<file path="src/rtl/pwm_timing_pkg.sv">
package pwm_timing_pkg;

  typedef enum logic {
    MODE_NORM = 1'b0,
    MODE_LITE = 1'b1
  } sw_mode_e;

  // Whole clock cycles in one switching period.
  function automatic int unsigned per_cycles(input int unsigned clk_hz,
                                             input int unsigned sw_hz);
    return clk_hz / sw_hz;
  endfunction

  // Longest on-time for a period, rounded down.
  function automatic int unsigned on_cycles(input int unsigned per,
                                            input int unsigned pct);
    longint unsigned prod;
    prod = longint'(per) * longint'(pct);
    return int'(prod / 64'd100);
  endfunction

  // Blanking length rounded up so the window is never shorter than asked.
  function automatic int unsigned blank_cycles(input int unsigned clk_hz,
                                               input int unsigned ns);
    longint unsigned prod;
    prod = longint'(clk_hz) * longint'(ns);
    return int'((prod + 64'd999_999_999) / 64'd1_000_000_000);
  endfunction

  function automatic int unsigned max2(input int unsigned a,
                                       input int unsigned b);
    return (a > b) ? a : b;
  endfunction

endpackage

</file>
<file path="src/rtl/pwm_rst_sync.sv">
module pwm_rst_sync (
  input  logic clk,
  input  logic rst_n,
  output logic rst_s_n
);

  logic [1:0] sync_q;

  always_ff @(posedge clk or negedge rst_n) begin
    if (!rst_n) begin
      sync_q <= 2'b00;
    end else begin
      sync_q <= {sync_q[0], 1'b1};
    end
  end

  assign rst_s_n = sync_q[1];

endmodule

</file>
<file path="src/rtl/pwm_period_ctr.sv">
module pwm_period_ctr
  import pwm_timing_pkg::*;
#(
  parameter int unsigned NORM_PER = 3846,
  parameter int unsigned LITE_PER = 12500,
  parameter int unsigned NORM_ON  = 2884,
  parameter int unsigned LITE_ON  = 9375,
  parameter int unsigned CW       = 14
) (
  input  logic          clk,
  input  logic          rst_n,
  input  logic          run_en,
  input  logic          light_load,
  output logic [CW-1:0] cnt_o,
  output sw_mode_e      mode_o,
  output logic          pstart_o,
  output logic          on_end_o
);

  localparam logic [CW-1:0] NORM_LAST = CW'(NORM_PER - 1);
  localparam logic [CW-1:0] LITE_LAST = CW'(LITE_PER - 1);
  localparam logic [CW-1:0] NORM_OFF  = CW'(NORM_ON - 1);
  localparam logic [CW-1:0] LITE_OFF  = CW'(LITE_ON - 1);

  logic [CW-1:0] cnt_q, cnt_d;
  sw_mode_e      mode_q, mode_d;
  logic          act_q;
  logic          cnt_en;
  logic          at_last;
  logic [CW-1:0] last_cnt;
  logic [CW-1:0] off_cnt;
  sw_mode_e      mode_in;

  assign mode_in  = light_load ? MODE_LITE : MODE_NORM;
  assign last_cnt = (mode_q == MODE_LITE) ? LITE_LAST : NORM_LAST;
  assign off_cnt  = (mode_q == MODE_LITE) ? LITE_OFF  : NORM_OFF;
  assign at_last  = (cnt_q == last_cnt);

  // A period starts on the first enabled cycle or after the last count.
  assign pstart_o = run_en && (!act_q || at_last);
  assign cnt_en   = run_en && !pstart_o;

  always_comb begin
    cnt_d  = cnt_q;
    mode_d = mode_q;
    if (!run_en) begin
      cnt_d  = '0;
      mode_d = mode_in;
    end else if (pstart_o) begin
      cnt_d  = '0;
      mode_d = mode_in;
    end else if (cnt_en) begin
      cnt_d  = cnt_q + 1'b1;
    end
  end

  always_ff @(posedge clk or negedge rst_n) begin
    if (!rst_n) begin
      cnt_q  <= '0;
      mode_q <= MODE_NORM;
      act_q  <= 1'b0;
    end else begin
      cnt_q  <= cnt_d;
      mode_q <= mode_d;
      act_q  <= run_en;
    end
  end

  assign cnt_o    = cnt_q;
  assign mode_o   = mode_q;
  assign on_end_o = (cnt_q == off_cnt);

endmodule

</file>
<file path="src/rtl/pwm_blank_win.sv">
module pwm_blank_win #(
  parameter int unsigned BLANK = 88
) (
  input  logic clk,
  input  logic rst_n,
  input  logic gate_q,
  output logic blank_done
);

  generate
    if (BLANK == 0) begin : g_none
      assign blank_done = 1'b1;
    end else begin : g_cnt
      localparam int unsigned BW = $clog2(BLANK + 1);
      localparam logic [BW-1:0] B_END = BW'(BLANK);

      logic [BW-1:0] b_q, b_d;
      logic          b_en;

      assign b_en = gate_q && (b_q != B_END);

      always_comb begin
        b_d = b_q;
        if (!gate_q) begin
          b_d = '0;
        end else if (b_en) begin
          b_d = b_q + 1'b1;
        end
      end

      always_ff @(posedge clk or negedge rst_n) begin
        if (!rst_n) begin
          b_q <= '0;
        end else begin
          b_q <= b_d;
        end
      end

      assign blank_done = (b_q == B_END);
    end
  endgenerate

endmodule

</file>
<file path="src/rtl/pwm_gate_ctl.sv">
module pwm_gate_ctl (
  input  logic clk,
  input  logic rst_n,
  input  logic run_en,
  input  logic pstart,
  input  logic on_end,
  input  logic fb_low,
  input  logic cs_trip,
  input  logic blank_done,
  output logic gate_q
);

  logic gate_d;
  logic trip_hit;
  logic keep_on;

  assign trip_hit = cs_trip && blank_done;
  assign keep_on  = gate_q && !fb_low && !on_end && !trip_hit;

  always_comb begin
    gate_d = 1'b0;
    if (run_en) begin
      if (pstart) begin
        gate_d = !fb_low;
      end else begin
        gate_d = keep_on;
      end
    end
  end

  always_ff @(posedge clk or negedge rst_n) begin
    if (!rst_n) begin
      gate_q <= 1'b0;
    end else begin
      gate_q <= gate_d;
    end
  end

endmodule

</file>
<file path="src/rtl/pwm_pulse_timer.sv">
module pwm_pulse_timer
  import pwm_timing_pkg::*;
#(
  parameter int unsigned CLK_HZ   = 250_000_000,
  parameter int unsigned NORM_HZ  = 65_000,
  parameter int unsigned LITE_HZ  = 20_000,
  parameter int unsigned DUTY_PCT = 75,
  parameter int unsigned BLANK_NS = 350
) (
  input  logic clk,
  input  logic rst_n,
  input  logic run_en,
  input  logic cs_trip,
  input  logic light_load,
  input  logic fb_low,
  output logic gate_out,
  output logic lite_mode
);

  localparam int unsigned NORM_PER  = per_cycles(CLK_HZ, NORM_HZ);
  localparam int unsigned LITE_PER  = per_cycles(CLK_HZ, LITE_HZ);
  localparam int unsigned NORM_ON   = on_cycles(NORM_PER, DUTY_PCT);
  localparam int unsigned LITE_ON   = on_cycles(LITE_PER, DUTY_PCT);
  localparam int unsigned BLANK_CYC = blank_cycles(CLK_HZ, BLANK_NS);
  localparam int unsigned CW        = $clog2(max2(NORM_PER, LITE_PER) + 1);

  logic          rst_s_n;
  logic [CW-1:0] pcnt;
  sw_mode_e      mode;
  logic          pstart;
  logic          on_end;
  logic          blank_done;
  logic          gate_q;

  pwm_rst_sync u_rst (
    .clk     (clk),
    .rst_n   (rst_n),
    .rst_s_n (rst_s_n)
  );

  pwm_period_ctr #(
    .NORM_PER (NORM_PER),
    .LITE_PER (LITE_PER),
    .NORM_ON  (NORM_ON),
    .LITE_ON  (LITE_ON),
    .CW       (CW)
  ) u_per (
    .clk        (clk),
    .rst_n      (rst_s_n),
    .run_en     (run_en),
    .light_load (light_load),
    .cnt_o      (pcnt),
    .mode_o     (mode),
    .pstart_o   (pstart),
    .on_end_o   (on_end)
  );

  pwm_blank_win #(
    .BLANK (BLANK_CYC)
  ) u_blank (
    .clk        (clk),
    .rst_n      (rst_s_n),
    .gate_q     (gate_q),
    .blank_done (blank_done)
  );

  pwm_gate_ctl u_gate (
    .clk        (clk),
    .rst_n      (rst_s_n),
    .run_en     (run_en),
    .pstart     (pstart),
    .on_end     (on_end),
    .fb_low     (fb_low),
    .cs_trip    (cs_trip),
    .blank_done (blank_done),
    .gate_q     (gate_q)
  );

  assign gate_out  = gate_q;
  assign lite_mode = (mode == MODE_LITE);

endmodule

</file>
<file path="config.mk">
export PLATFORM = sky130hd
export DESIGN_NAME = pwm_pulse_timer
export DESIGN_NICKNAME = d
export VERILOG_FILES = /design/src/rtl/pwm_timing_pkg.sv /design/src/rtl/pwm_rst_sync.sv /design/src/rtl/pwm_period_ctr.sv /design/src/rtl/pwm_blank_win.sv /design/src/rtl/pwm_gate_ctl.sv /design/src/rtl/pwm_pulse_timer.sv
export SDC_FILE = /design/constraint.sdc
export NUM_CORES = 1
export LEC_CHECK = 0
export ABC_AREA = 1
export BUFFER_PORTS_ARGS = -buffer_cell sky130_fd_sc_hd__buf_2
export CAP_MARGIN = 20
export CORE_MARGIN = 1.5
export CORE_UTILIZATION = 60
export CTS_BUF_LIST = sky130_fd_sc_hd__clkbuf_2 sky130_fd_sc_hd__clkbuf_4 sky130_fd_sc_hd__clkbuf_8
export CTS_CLUSTER_DIAMETER = 40
export DETAILED_ROUTE_END_ITERATION = 8
export GPL_ROUTABILITY_DRIVEN = 0
export HOLD_SLACK_MARGIN = 0.02
export PLACE_DENSITY = 0.78
export RECOVER_POWER = 25
export SETUP_SLACK_MARGIN = 0.5
export SLEW_MARGIN = 30
export SYNTH_ARGS = -nofsm -noshare
export SYNTH_HDL_FRONTEND = slang
export SYNTH_SLANG_ARGS = --single-unit
</file>
<file path="constraint.sdc">
create_clock -name clk -period 1.7 [get_ports clk]
set_clock_uncertainty 0.15 [all_clocks]
set_input_delay 0.17 -clock clk [delete_from_list [all_inputs] [get_ports clk]]
set_output_delay 0.17 -clock clk [all_outputs]
set_load 0.05 [all_outputs]
</file>
==> summary.md, run 1 <==
The run gives 18 as the number of rows in the core area. In this run the worst hold path is classified as in -> reg. The ratio of routed vias to standard cells is 6.24.

The detailed router put a total of 2010 µm of wire on met1. The logs give 1.90 ns for the worst endpoint data arrival time and 1759 for the overall via count from detail_route. In this run the critical register-to-register path is captured at u_per.mode_o$_DFFE_PN0P_. The tools report the endpoint type of the worst setup path as a register. Top flip-flop cell by instance count after synthesis: sky130_fd_sc_hd__dfrtp_1. The largest net degree at the start of global routing came out at 25.

Critical path class: reg -> reg. The period utilization was 1.05. Family of cells with the greatest summed delay on the critical path: simple AND/OR/NAND/NOR gates. Setup violations remaining at the end of the flow were counted as 15. The tools report the max-slew violation count as 0. The design draws 1.32 mW. The critical path goes through inv_1 > nand2_1 > nand2_1 > nand3_1 > nor2_2 > nand2_2 > nand3_4 > nand2_2 > o21ai_1. The number of cell instances on the worst register-to-register path is 9.

The detail route stage leaves a number of antenna-violating nets equal to 0. The worst path setup slack after routing was -0.0787 ns. The share of post-route cells with drive strength above 1 was 0.389. Register-to-register path setup slack: -0.08 ns. The net total in the final layout was 262. Buffers placed on the I/O ports in this run total 7. The clock insertion delay at the later pin of the skew report was 0.35 ns; the clock period minus worst slack was 1.78 ns. The number of global-route vias before repair is 1652, and the core region area is 2450 µm². Compared with the post-synthesis result, the final layout area differs by 43.0%. The buffers plus inverters on the worst setup path came out at 1.

For the all-layer global routing usage, the log shows 0.388. Static leakage: 1.01 nW. The largest total area in the synthesized netlist belongs to sky130_fd_sc_hd__dfrtp_1. The final antenna diode count is 0, and the total wire length is 5960 µm. Along the worst hold path, the cell count comes to 3. For the global-route wire length before repair, the log shows 7660 µm. The run gives 3 as the total CTS buffers. Across the run, the number of max-cap violations was 0.

Count of distinct cell types in the synthesized netlist: 26. The required time reported for the critical path endpoint came out at 1.82 ns. In this run the mean area of a mapped cell was 7.32 µm².

The CTS clock-pin slew for the worst setup and hold paths is 0.16 ns. The uppermost layer routed was met4. The sequential area share after synthesis came out at 0.423.

In this run the clock root is driven by a sky130_fd_sc_hd__clkbuf_4. In the post-synthesis netlist, the biggest area contributors are sky130_fd_sc_hd__dfrtp_1 (42%), sky130_fd_sc_hd__nand2_1 (14%), sky130_fd_sc_hd__nor2_1 (8.1%). For the wire length on met2, the log shows 2900 µm. The die extent in y is 53.6 µm. In this run the horizontal extent of the chip is 53.6 µm.

After synthesis the netlist holds a flip-flop and latch count of 26. The final reports fail on negative setup slack. Number of hold violations in the final report: 0. By count the netlist is led by sky130_fd_sc_hd__nand2_1 (57), sky130_fd_sc_hd__nor2_1 (33), sky130_fd_sc_hd__inv_1 (29). The post-synthesis async set-or-reset flop share was 1.00; the mapped cell area was 1540 µm². The die covers 2880 µm². The worst hold path terminates at u_per.cnt_o[11]$_DFFE_PN0P_.

The run gives 0 as the warning count from the yosys run. In this run the deepest clock path goes through 2 buffers. Before CTS, the worst setup slack after placement is -0.0664 ns. The relative slew slack was 0.569; the initial cell density of the core was 0.626.

sky130_fd_sc_hd__nand2_1 is the most common cell in the netlist. The logs give 210 for the gate count after technology mapping and 8 for the number of ports placed on the die boundary. For the sum of met3 wire segment lengths after detailed routing, the log shows 575 µm. The layout has 105 filler cells. In the final routed layout, each cell accounts on average for 21.1 µm. The total congestion overflow is 0. The sequential cell area is 658 µm², and the largest fanout of any net on the critical path is 8. Static timing analysis puts the maximum clock frequency at 0.562 GHz. The deepest level of the CTS H-tree is 1. Area taken by multi-input logic gates: 952 µm². The largest single stage delay on the critical path is 0.48 ns. The critical path launch point type was a register.

The number of antenna violations at the first check in global routing was 0. The worst register-to-register path begins at u_per.cnt_o[4]$_DFFE_PN0P_. For this block, the initial DRC count from the detailed router was 103.

The first TritonRoute pass finished after 5 iterations. Counting every net in the synthesized netlist gives 219. The slew at the pin with the worst max-slew slack was 0.646 ns; the TritonCTS sink count was 26.

Setup repair after global routing could not meet its margin everywhere. The top-area cell type share of the netlist area was 0.423. The total power divided by cell area works out to 602 nW/µm². TritonCTS built the clock tree. The remaining design rule violation count is 0.

After legalization and detailed placement, the total HPWL measured 2370 µm. Among all stages on the critical path, the largest delay is contributed by sky130_fd_sc_hd__dfrtp_2. Across the VDD grid, the largest voltage drop is 0.000686 V.

The flow ran to the end, but the final reports show violations. In this run, synthesis inferred 0 flip-flops with an integrated enable. The startpoint of the lowest-slack hold path is run_en.
[per-layer routing]
metal	vias up	global-route usage
met5	-	0
met4	0	0.312
met3	52	0.0722
met2	147	0.640
met1	819	0.439
li1	741	-
[how the worst max path moves through the flow]
stage / to / cells after the start / from / slack, ns
after global placement: u_per.mode_o$_DFFE_PN0P_ / 8 / u_per.mode_o$_DFFE_PN0P_ / -0.05
after CTS: u_per.cnt_o[10]$_DFFE_PN0P_ / 9 / u_per.cnt_o[0]$_DFFE_PN0P_ / 0.11
final: u_per.mode_o$_DFFE_PN0P_ / 9 / u_per.cnt_o[4]$_DFFE_PN0P_ / -0.08
after floorplan: u_per.cnt_o[2]$_DFFE_PN0P_ / 11 / u_per.mode_o$_DFFE_PN0P_ / -0.02
after global routing: u_per.mode_o$_DFFE_PN0P_ / 9 / u_per.cnt_o[4]$_DFFE_PN0P_ / -0.15
after detailed placement: u_per.mode_o$_DFFE_PN0P_ / 8 / u_per.mode_o$_DFFE_PN0P_ / -0.07
[flip-flops by register name, summed over array words and instances (netlist names)]
name and cells:
u_blank.g_cnt.b_q 7, u_gate.gate_q 1, u_per.mode_o 1, u_per.act_q 1, u_rst.sync_q 2, u_per.cnt_o 14
[area by class of cell]
class,count,area share
multi-input cells,149,0.433
flip-flops and latches,26,0.299
repair buffers,43,0.173
inverters,30,0.0535
well taps,30,0.0171
clock inverters,1,0.0137
clock buffers,3,0.0102
[placed cells by master, fill, tap and decap left out, types with 6 or more instances in the layout]
cell / n
sky130_fd_sc_hd__buf_4: 19
sky130_fd_sc_hd__buf_6: 10
sky130_fd_sc_hd__dfrtp_1: 20
sky130_fd_sc_hd__dfrtp_2: 6
sky130_fd_sc_hd__dlygate4sd3_1: 6
sky130_fd_sc_hd__inv_1: 23
sky130_fd_sc_hd__inv_2: 6
sky130_fd_sc_hd__nand2_1: 52
sky130_fd_sc_hd__nand3_4: 6
sky130_fd_sc_hd__nor2_1: 23
sky130_fd_sc_hd__nor2_2: 9
[timing repair]
action / 4_1_cts / 5_1_grt
pin swaps: 5 / 11
buffers inserted: 17 / 6
cloned: 1 / 1
endpoints found under the hold margin: 5 / 0
hold buffers: 6 / 0
endpoints found under the setup margin: 23 / 24
gates resized for setup: 30 / 50
[tightest hold or removal path, cell delays in order]
cell and delay (ns):
sky130_fd_sc_hd__buf_2 0.15, sky130_fd_sc_hd__nand3_4 0.18, sky130_fd_sc_hd__nor2_2 0.04
[kinds of logic after synthesis]
logic type / Yosys count / synth area share
simple gates: 117 / 0.330
fa+ha+maj: 3 / 0.0244
flops: 26 / 0.423
other cells: 1 / 0.00244
xor+xnor: 7 / 0.0399
compound gates: 20 / 0.0692
buf+inv: 36 / 0.111
[where the power goes]
part,switching [mW],internal (mW)
sequential,0.0155,0.631
clock,0.213,0.239
combinational,0.135,0.0899
[per-stage QoR]
step | utilization | instance area [µm²] | hold WS [ns] | std cells | setup TNS [ns]
floorplan | - | 1540 | -0.276 | 210 | -0.134
global placement | 0.652 | 1600 | -0.196 | 247 | -0.0479
detailed placement | 0.652 | 1600 | -0.194 | 247 | -0.504
CTS | 0.796 | 1950 | 0.0487 | 275 | 0
global route | 0.896 | 2200 | 0.0588 | 282 | -1.40
finish | 0.896 | 2200 | 0.0640 | 282 | -0.588
No activity file was read; power rests on OpenSTA's default activity.
==> run 2, diff against run 1 <==
--- a/config.mk
+++ b/config.mk
@@ -10,4 +10,6 @@
 export CAP_MARGIN = 20
+export CELL_PAD_IN_SITES_DETAIL_PLACEMENT = 1
+export CELL_PAD_IN_SITES_GLOBAL_PLACEMENT = 2
 export CORE_MARGIN = 1.5
-export CORE_UTILIZATION = 60
+export CORE_UTILIZATION = 39
 export CTS_BUF_LIST = sky130_fd_sc_hd__clkbuf_2 sky130_fd_sc_hd__clkbuf_4 sky130_fd_sc_hd__clkbuf_8
@@ -17,3 +19,3 @@
 export HOLD_SLACK_MARGIN = 0.02
-export PLACE_DENSITY = 0.78
+export PLACE_DENSITY_LB_ADDON = 0.1
 export RECOVER_POWER = 25
--- a/constraint.sdc
+++ b/constraint.sdc
@@ -4,2 +4,2 @@
 set_output_delay 0.17 -clock clk [all_outputs]
-set_load 0.05 [all_outputs]
+set_load 0.02 [all_outputs]
==> run 2 against run 1 <==
Net effect: the run now ends clean; power grew 4.5%; via count is 14% lower; wire length down 17%; die area grew 51%; final cell count increased by 6.4%.
==> summary.md, run 2 (synthesized netlist as in run 1, its figures left out) <==
The logs give 22 (+4) for the number of rows in the core area and 4960 µm (-17%) for the total wire length. The worst setup path is of the reg -> reg kind. For the post-detailed-placement half-perimeter wirelength, the log shows 2910 µm (+23%).

The ratio of routed vias to standard cells came out at 5.05 (-19%). The total power after layout is 1.38 mW (+4.5%), and the count of maximum capacitance violations is 0 (unchanged). The CTS clock-pin slew for the worst setup and hold paths is 0.10 ns (-0.06 ns), and the deepest level of the CTS H-tree is 1 (unchanged).

The tools report the remaining design rule violation count as 0 (unchanged). Relative to the synthesized area, the layout overhead comes to 45.7%. The total congestion overflow is 0 (unchanged), and the cell count after placement is 266 (+7.7%).

The commonest non-fill, non-tap cell in the layout was sky130_fd_sc_hd__nand2_1. The core region area is 3720 µm² (+51%), and the total CTS buffers is 3 (unchanged). The logs give 0.000463 V (-33%) for the maximum vdd drop and 0.03 ns (+0.11 ns) for the register-to-register path setup slack.

Largest fanout of any net on the critical path: 8 (unchanged). The tools report the pre-CTS worst setup slack as -0.0415 ns (+0.0249 ns). TritonCTS built the clock tree.

The total power divided by cell area works out to 617 nW/µm² (+2.5%). The run gives 0.0250 ns (-0.0390 ns) as the worst hold margin. In the layout the commonest cells are sky130_fd_sc_hd__nand2_1 (50), sky130_fd_sc_hd__dfrtp_1 (22), sky130_fd_sc_hd__inv_1 (21), sky130_fd_sc_hd__nor2_1 (21), sky130_fd_sc_hd__buf_4 (19). The number of global-route vias before repair came out at 1617 (-2.1%). The final standard cell count with taps included and fillers excluded was 300 (+6.4%); the required time reported for the critical path endpoint was 1.72 ns (-0.10 ns). The clock tree buffer depth is 2 (unchanged), and the static leakage is 1.05 nW (+3.8%).

The number of buffers inserted by port buffering works out to 7 (unchanged). Setup repair after global routing could not meet its margin everywhere. The endpoint type of the worst setup path was a register. Detail-routed net length per standard cell: 16.5 µm (-22%).

Share of post-route cells with drive strength above 1: 0.409 (+0.0198). The period utilization is 0.983 (-0.0633). The number of failing setup endpoints in the final timing report was 0 (-15); the initial cell density of the core was 0.414 (-0.213).

The tools report the worst path setup slack after routing as 0.0289 ns (+0.108 ns). For the number of ports placed on the die boundary, the log shows 8 (unchanged). The run gives 0.598 GHz (+6.4%) as the maximum clock frequency.

The met2 layer usage reported by global route was 0.404 (-0.236). Overall via count from detail_route: 1516 (-14%). The x dimension of the die is 65.8 µm (+23%).

The first-pass iteration count of the detailed router is 4 (-1). The run gives 16 (-36%) as the largest net degree at the start of global routing. The layer flagged by global routing as most heavily used is met2. Number of hold violations in the final report: 0 (unchanged). The number of flip-flops in the largest register came out at 14 (unchanged). In this run the clock root is driven by a sky130_fd_sc_hd__clkbuf_8.

The tools report the global-route wire length before repair as 7750 µm (+1.2%). Count of filler cells inserted in the layout: 448 (+330%). The all-layer global routing usage is 0.239 (-0.150). STA classifies the critical path startpoint as a register.

The post-route core utilization is 0.603 (-0.292). The die extent in y came out at 65.8 µm (+23%). The path class of the tightest hold or removal check is reg -> async. The run gives 0.0409 (-0.0313) as the global-route track usage on met3. The met1 usage is 0.332 (-0.107). For the final antenna diode count, the log shows 0 (unchanged). The tools report the DRC marker count from the first detailed-route iteration as 55 (-47%).

The max-slew violation count is 0 (unchanged). The number of antenna violations at the first check in global routing was 0 (unchanged); the worst endpoint data arrival time was 1.69 ns (-0.21 ns). The logs give 4330 µm² (+51%) for the total die area and 0 (unchanged) for the final antenna-violating net count.

The clock insertion delay at the later pin of the skew report came out at 0.28 ns (-0.07 ns). The run finished with clean final reports. The run gives 262 (unchanged) as the net total in the final layout. The TritonCTS sink count is 26 (unchanged), and the clock period minus worst slack is 1.67 ns (-0.108 ns).
[run 2: metal layers]
| metal | vias up | part of all wire |
|---|---|---|
| met1 | 745 | 0.44 |
| met5 | - | 0 |
| li1 | 739 | - |
| met2 | 26 | 0.50 |
| met3 | 6 | 0.042 |
| met4 | 0 | 0.013 |
[run 2: critical path, cell delays in order (launching register included)]
cell and delay, ns:
sky130_fd_sc_hd__dfrtp_2 0.44, sky130_fd_sc_hd__buf_12 0.16, sky130_fd_sc_hd__nand2_4 0.06, sky130_fd_sc_hd__nand2_2 0.05
sky130_fd_sc_hd__nor2_2 0.09, sky130_fd_sc_hd__nand2_1 0.06, sky130_fd_sc_hd__nor2_2 0.13, sky130_fd_sc_hd__nand2_4 0.09
sky130_fd_sc_hd__buf_12 0.14, sky130_fd_sc_hd__nand3_4 0.12, sky130_fd_sc_hd__nor2_1 0.06
[run 2: path summary, 6_finish.rpt]
path / from / to / cells after the start
worst max-delay path: u_per.mode_o$_DFFE_PN0P_ / u_per.cnt_o[0]$_DFFE_PN0P_ / 10
worst min-delay path: u_rst.sync_q[1]$_DFF_PN0_ / u_blank.g_cnt.b_q[5]$_DFFE_PN0P_ / 0
worst max register to register: u_per.mode_o$_DFFE_PN0P_ / u_per.cnt_o[0]$_DFFE_PN0P_ / 10
worst min register to register: u_rst.sync_q[1]$_DFF_PN0_ / u_blank.g_cnt.b_q[5]$_DFFE_PN0P_ / 0
max in group asynchronous: u_rst.sync_q[1]$_DFF_PN0_ / u_per.cnt_o[2]$_DFFE_PN0P_ / 1
min in group clk: run_en / u_gate.gate_q$_DFF_PN0_ / 3
[run 2: final cells by class]
type / instances / area [µm²] / share of cell area
Multi-Input combinational cell: 149 / 943 / 0.421
Tap cell: 48 / 60.1 / 0.0268
Inverter: 30 / 123 / 0.0547
Clock buffer: 3 / 41.3 / 0.0184
Clock inverter: 1 / 30.0 / 0.0134
Sequential cell: 26 / 656 / 0.293
Timing Repair inverter: 1 / 6.26 / 0.00279
Timing Repair Buffer: 42 / 382 / 0.170
[run 2: through the flow]
step	cell area [µm²]	TNS, ns
6_report	2240	0
5_1_grt	2240	-0.298
4_1_cts	2040	0
3_5_place_dp	1630	-0.0671
3_3_place_gp	1630	0
2_1_floorplan	1540	0
[run 2: power by group]
group | internal (mW) | total (mW) | switching [mW]
clock | 0.315 | 0.524 | 0.209
combinational | 0.100 | 0.212 | 0.111
sequential | 0.630 | 0.647 | 0.0168
total | 1.05 | 1.38 | 0.337
[run 2: repair_timing]
action                                 CTS  global route
setup endpoints to repair               24            24
gates resized for setup                 49            41
endpoints found under the hold margin    5             0
setup buffers                           18             6
hold buffers                             4             0
pin swaps                               17            23
cloned                                   2             0
==> run 3, diff against run 2 <==
CORE_MARGIN = 10   (was 1.5)
CORE_UTILIZATION = 33   (was 39)
HOLD_SLACK_MARGIN = 0.08   (was 0.02)
clock period = 1.4 ns   (was 1.7 ns; I/O delays follow)
==> run 3 against run 2 <==
Net effect: the run now ends with negative hold slack, negative setup slack left; setup slack worse by 0.25 ns; clock power is 22% higher; power is 18% higher; die area is 80% higher; maximum frequency is 3.3% higher; highest routed layer unchanged; non-clock buffer count is 12 higher.
==> summary.md, run 3 (synthesized netlist as in run 1, its figures left out) <==
The number of cells on the critical path was 8 (-2). The run gives -0.22 ns (-0.25 ns) as the register-to-register path setup slack. The critical path's largest stage delay is 0.42 ns (-0.02 ns), and the worst endpoint data arrival time is 1.64 ns (-0.05 ns). The remaining design rule violation count was 0 (unchanged); the static leakage was 1.04 nW (-0.65%). The final standard cell count with taps included and fillers excluded is 315 (+5.0%). The tools report the total wire length as 4700 µm (-5.3%).

The tools report the end of the critical path as u_per.cnt_o[12]$_DFFE_PN0P_. The final antenna diode count was 0 (unchanged). The critical path class was reg -> reg. The CTS clock-pin slew for the worst setup and hold paths works out to 0.10 ns (about the same). The critical path launch point type is a register.

The cell count after placement was 297 (+12%). The die extent in y is 88.3 µm (+34%), and the post-detailed-placement half-perimeter wirelength is 3230 µm (+11%). For the worst hold margin, the log shows -0.0385 ns (-0.0635 ns). The clock period minus worst slack was 1.62 ns (-0.0527 ns). The flow ran to the end, but the final reports show violations.

The largest net degree at the start of global routing is 25 (+9), and the number of flip-flops in the largest register is 14 (unchanged). The ratio of routed vias to standard cells is 4.83 (-4.4%). The library cell used most frequently in the layout, excluding fill and tap cells, is sky130_fd_sc_hd__nand2_1. The core region area was 4440 µm² (+20%). The number of failing setup endpoints in the final timing report was 19 (+19).

The x dimension of the die is 88.3 µm (+34%), and the net total in the final layout is 273 (+4.2%). Tracing the worst setup path back leads to its startpoint at u_per.cnt_o[0]$_DFFE_PN0P_. Number of cell instances on the worst register-to-register path: 8 (-2).

The logs give 0.127 (-0.112) for the all-layer global routing usage and 0 (unchanged) for the final antenna-violating net count. TritonCTS built the clock tree. In this run the critical register-to-register path is launched from u_per.cnt_o[0]$_DFFE_PN0P_. For the post-route core utilization, the log shows 0.506 (-0.0966).

The tree is rooted in a sky130_fd_sc_hd__clkbuf_8. The total power after layout is 1.63 mW (+18%), and the share of post-route cells with drive strength above 1 is 0.373 (-0.0361). The tools report the max-slew violation count as 0 (unchanged).

The buffers plus inverters on the worst setup path is 0 (-2), and the maximum vdd drop is 0.000517 V (+12%). The total power divided by cell area is 726 nW/µm² (+18%), and the first-pass iteration count of the detailed router is 4 (unchanged). The library cells used most frequently in the layout, excluding fill and tap cells, are sky130_fd_sc_hd__nand2_1 (53), sky130_fd_sc_hd__buf_4 (37), sky130_fd_sc_hd__nor2_1 (29). For the total congestion overflow, the log shows 0 (unchanged). Broken down by cell family, the worst path's largest delay share belongs to simple AND/OR/NAND/NOR gates. Maximum clock frequency: 0.618 GHz (+3.3%). The slowest cell on the critical path is sky130_fd_sc_hd__dfrtp_1.

The overall via count from detail_route was 1521 (+0.33%). The total CTS buffers came out at 3 (unchanged). The TritonCTS sink count was 26 (unchanged). The period utilization was 1.16 (+0.173). The tightest min-delay check is of the in -> reg type. The required time reported for the critical path endpoint is 1.42 ns (-0.30 ns), and the DRC marker count from the first detailed-route iteration is 41 (-25%). The initial cell density of the core is 0.346 (-0.0678), and the count of filler cells inserted in the layout is 535 (+19%). The sequential cell area is 657 µm² (+0.19%). Number of rows in the core area: 24 (+9.1%).

The clock tree buffer depth is 2 (unchanged). The endpoint type of the worst setup path was a register. The largest fanout of any net on the critical path was 3 (-5). Worst path setup slack after routing: -0.218 ns (-0.247 ns). The logs give 0.27 ns (about the same) for the clock insertion delay at the later pin of the skew report and 0 (unchanged) for the number of antenna violations at the first check in global routing. The critical path goes through ha_2 > nand3_4 > nor2_4 > nand3_4 > nor2_4 > nand2_1 > xor2_1 > nor2_1. The number of buffers added to fix hold violations after cts came out at 3 (-1). The number of global-route vias before repair is 1634 (+1.1%).

Setup repair after global routing could not meet its margin everywhere. The number of ports placed on the die boundary came out at 8 (unchanged). In this run the critical register-to-register path is captured at u_per.cnt_o[12]$_DFFE_PN0P_. The global-route wire length before repair was 7790 µm (+0.54%).

The area taken by multi-input logic gates was 901 µm² (-4.5%). The pre-CTS worst setup slack was -0.243 ns (-0.201 ns). Deepest level of the CTS H-tree: 1 (unchanged).

The detail-routed net length per standard cell is 14.9 µm (-9.8%), and the layout overhead on the synthesized area is 46.4%. The number of hold violations in the final report is 1 (+1), and the number of buffers inserted by port buffering is 7 (unchanged). The checks that failed: negative hold slack, negative setup slack. The count of maximum capacitance violations is 0 (unchanged), and the total die area is 7790 µm² (+80%).
run 3: routing by layer:
metal | up-vias | wire length, µm | track usage
li1 | 754 | - | -
met1 | 756 | 2070 | 0.141
met2 | 9 | 2520 | 0.244
met3 | 2 | 70 | 0.0175
met4 | 0 | 35 | 0.0308
met5 | - | 0 | 0
run 3: per-stage QoR:
step	instance area (µm²)	hold WS [ns]	TNS, ns
6_report	2250	-0.0385	-2.75
2_1_floorplan	1560	-0.306	-2.92
4_1_cts	2160	-0.0393	-3.09
5_1_grt	2250	-0.00562	-4.99
3_5_place_dp	1870	-0.220	-3.00
3_3_place_gp	1870	-0.226	-2.49
run 3: report_power, final:
part           switching (mW)  total, mW  internal, mW
registers              0.0288      0.795         0.766
clock network           0.257      0.640         0.383
logic                   0.102      0.200        0.0974
total                   0.388       1.63          1.25
run 3: how the worst min path moves through the flow:
stage	slack, ns	from	end	cells past startpoint
floorplan	-0.31	rst_n	u_rst.sync_q[0]$_DFF_PN0_	0
global placement	-0.23	rst_n	u_rst.sync_q[0]$_DFF_PN0_	1
detailed placement	-0.22	rst_n	u_rst.sync_q[0]$_DFF_PN0_	1
CTS	-0.04	fb_low	u_gate.gate_q$_DFF_PN0_	4
global route	-0.006	fb_low	u_gate.gate_q$_DFF_PN0_	4
finish	-0.04	fb_low	u_gate.gate_q$_DFF_PN0_	4
run 3: worst register-to-register path: stages (launching register included):
cell and delay (ns):
sky130_fd_sc_hd__dfrtp_1 0.42, sky130_fd_sc_hd__ha_2 0.23, sky130_fd_sc_hd__nand3_4 0.08, sky130_fd_sc_hd__nor2_4 0.13
sky130_fd_sc_hd__nand3_4 0.10, sky130_fd_sc_hd__nor2_4 0.13, sky130_fd_sc_hd__nand2_1 0.08, sky130_fd_sc_hd__xor2_1 0.14
sky130_fd_sc_hd__nor2_1 0.05
run 3: timing repair:
| action | 4_1_cts | 5_1_grt |
|---|---|---|
| pin swaps | 10 | 7 |
| buffers inserted | 7 | 3 |
| endpoints found under the setup margin | 25 | 27 |
| cloned | 1 | 0 |
| resized for setup | 31 | 17 |
| endpoints found under the hold margin | 5 | 3 |
run 3: layout make-up:
type	instances	area share
multi-input cells	149	0.400
flip-flops and latches	26	0.292
repair buffers	54	0.196
inverters	30	0.0511
well taps	52	0.0289
clock buffers	3	0.0183
clock inverters	1	0.0133
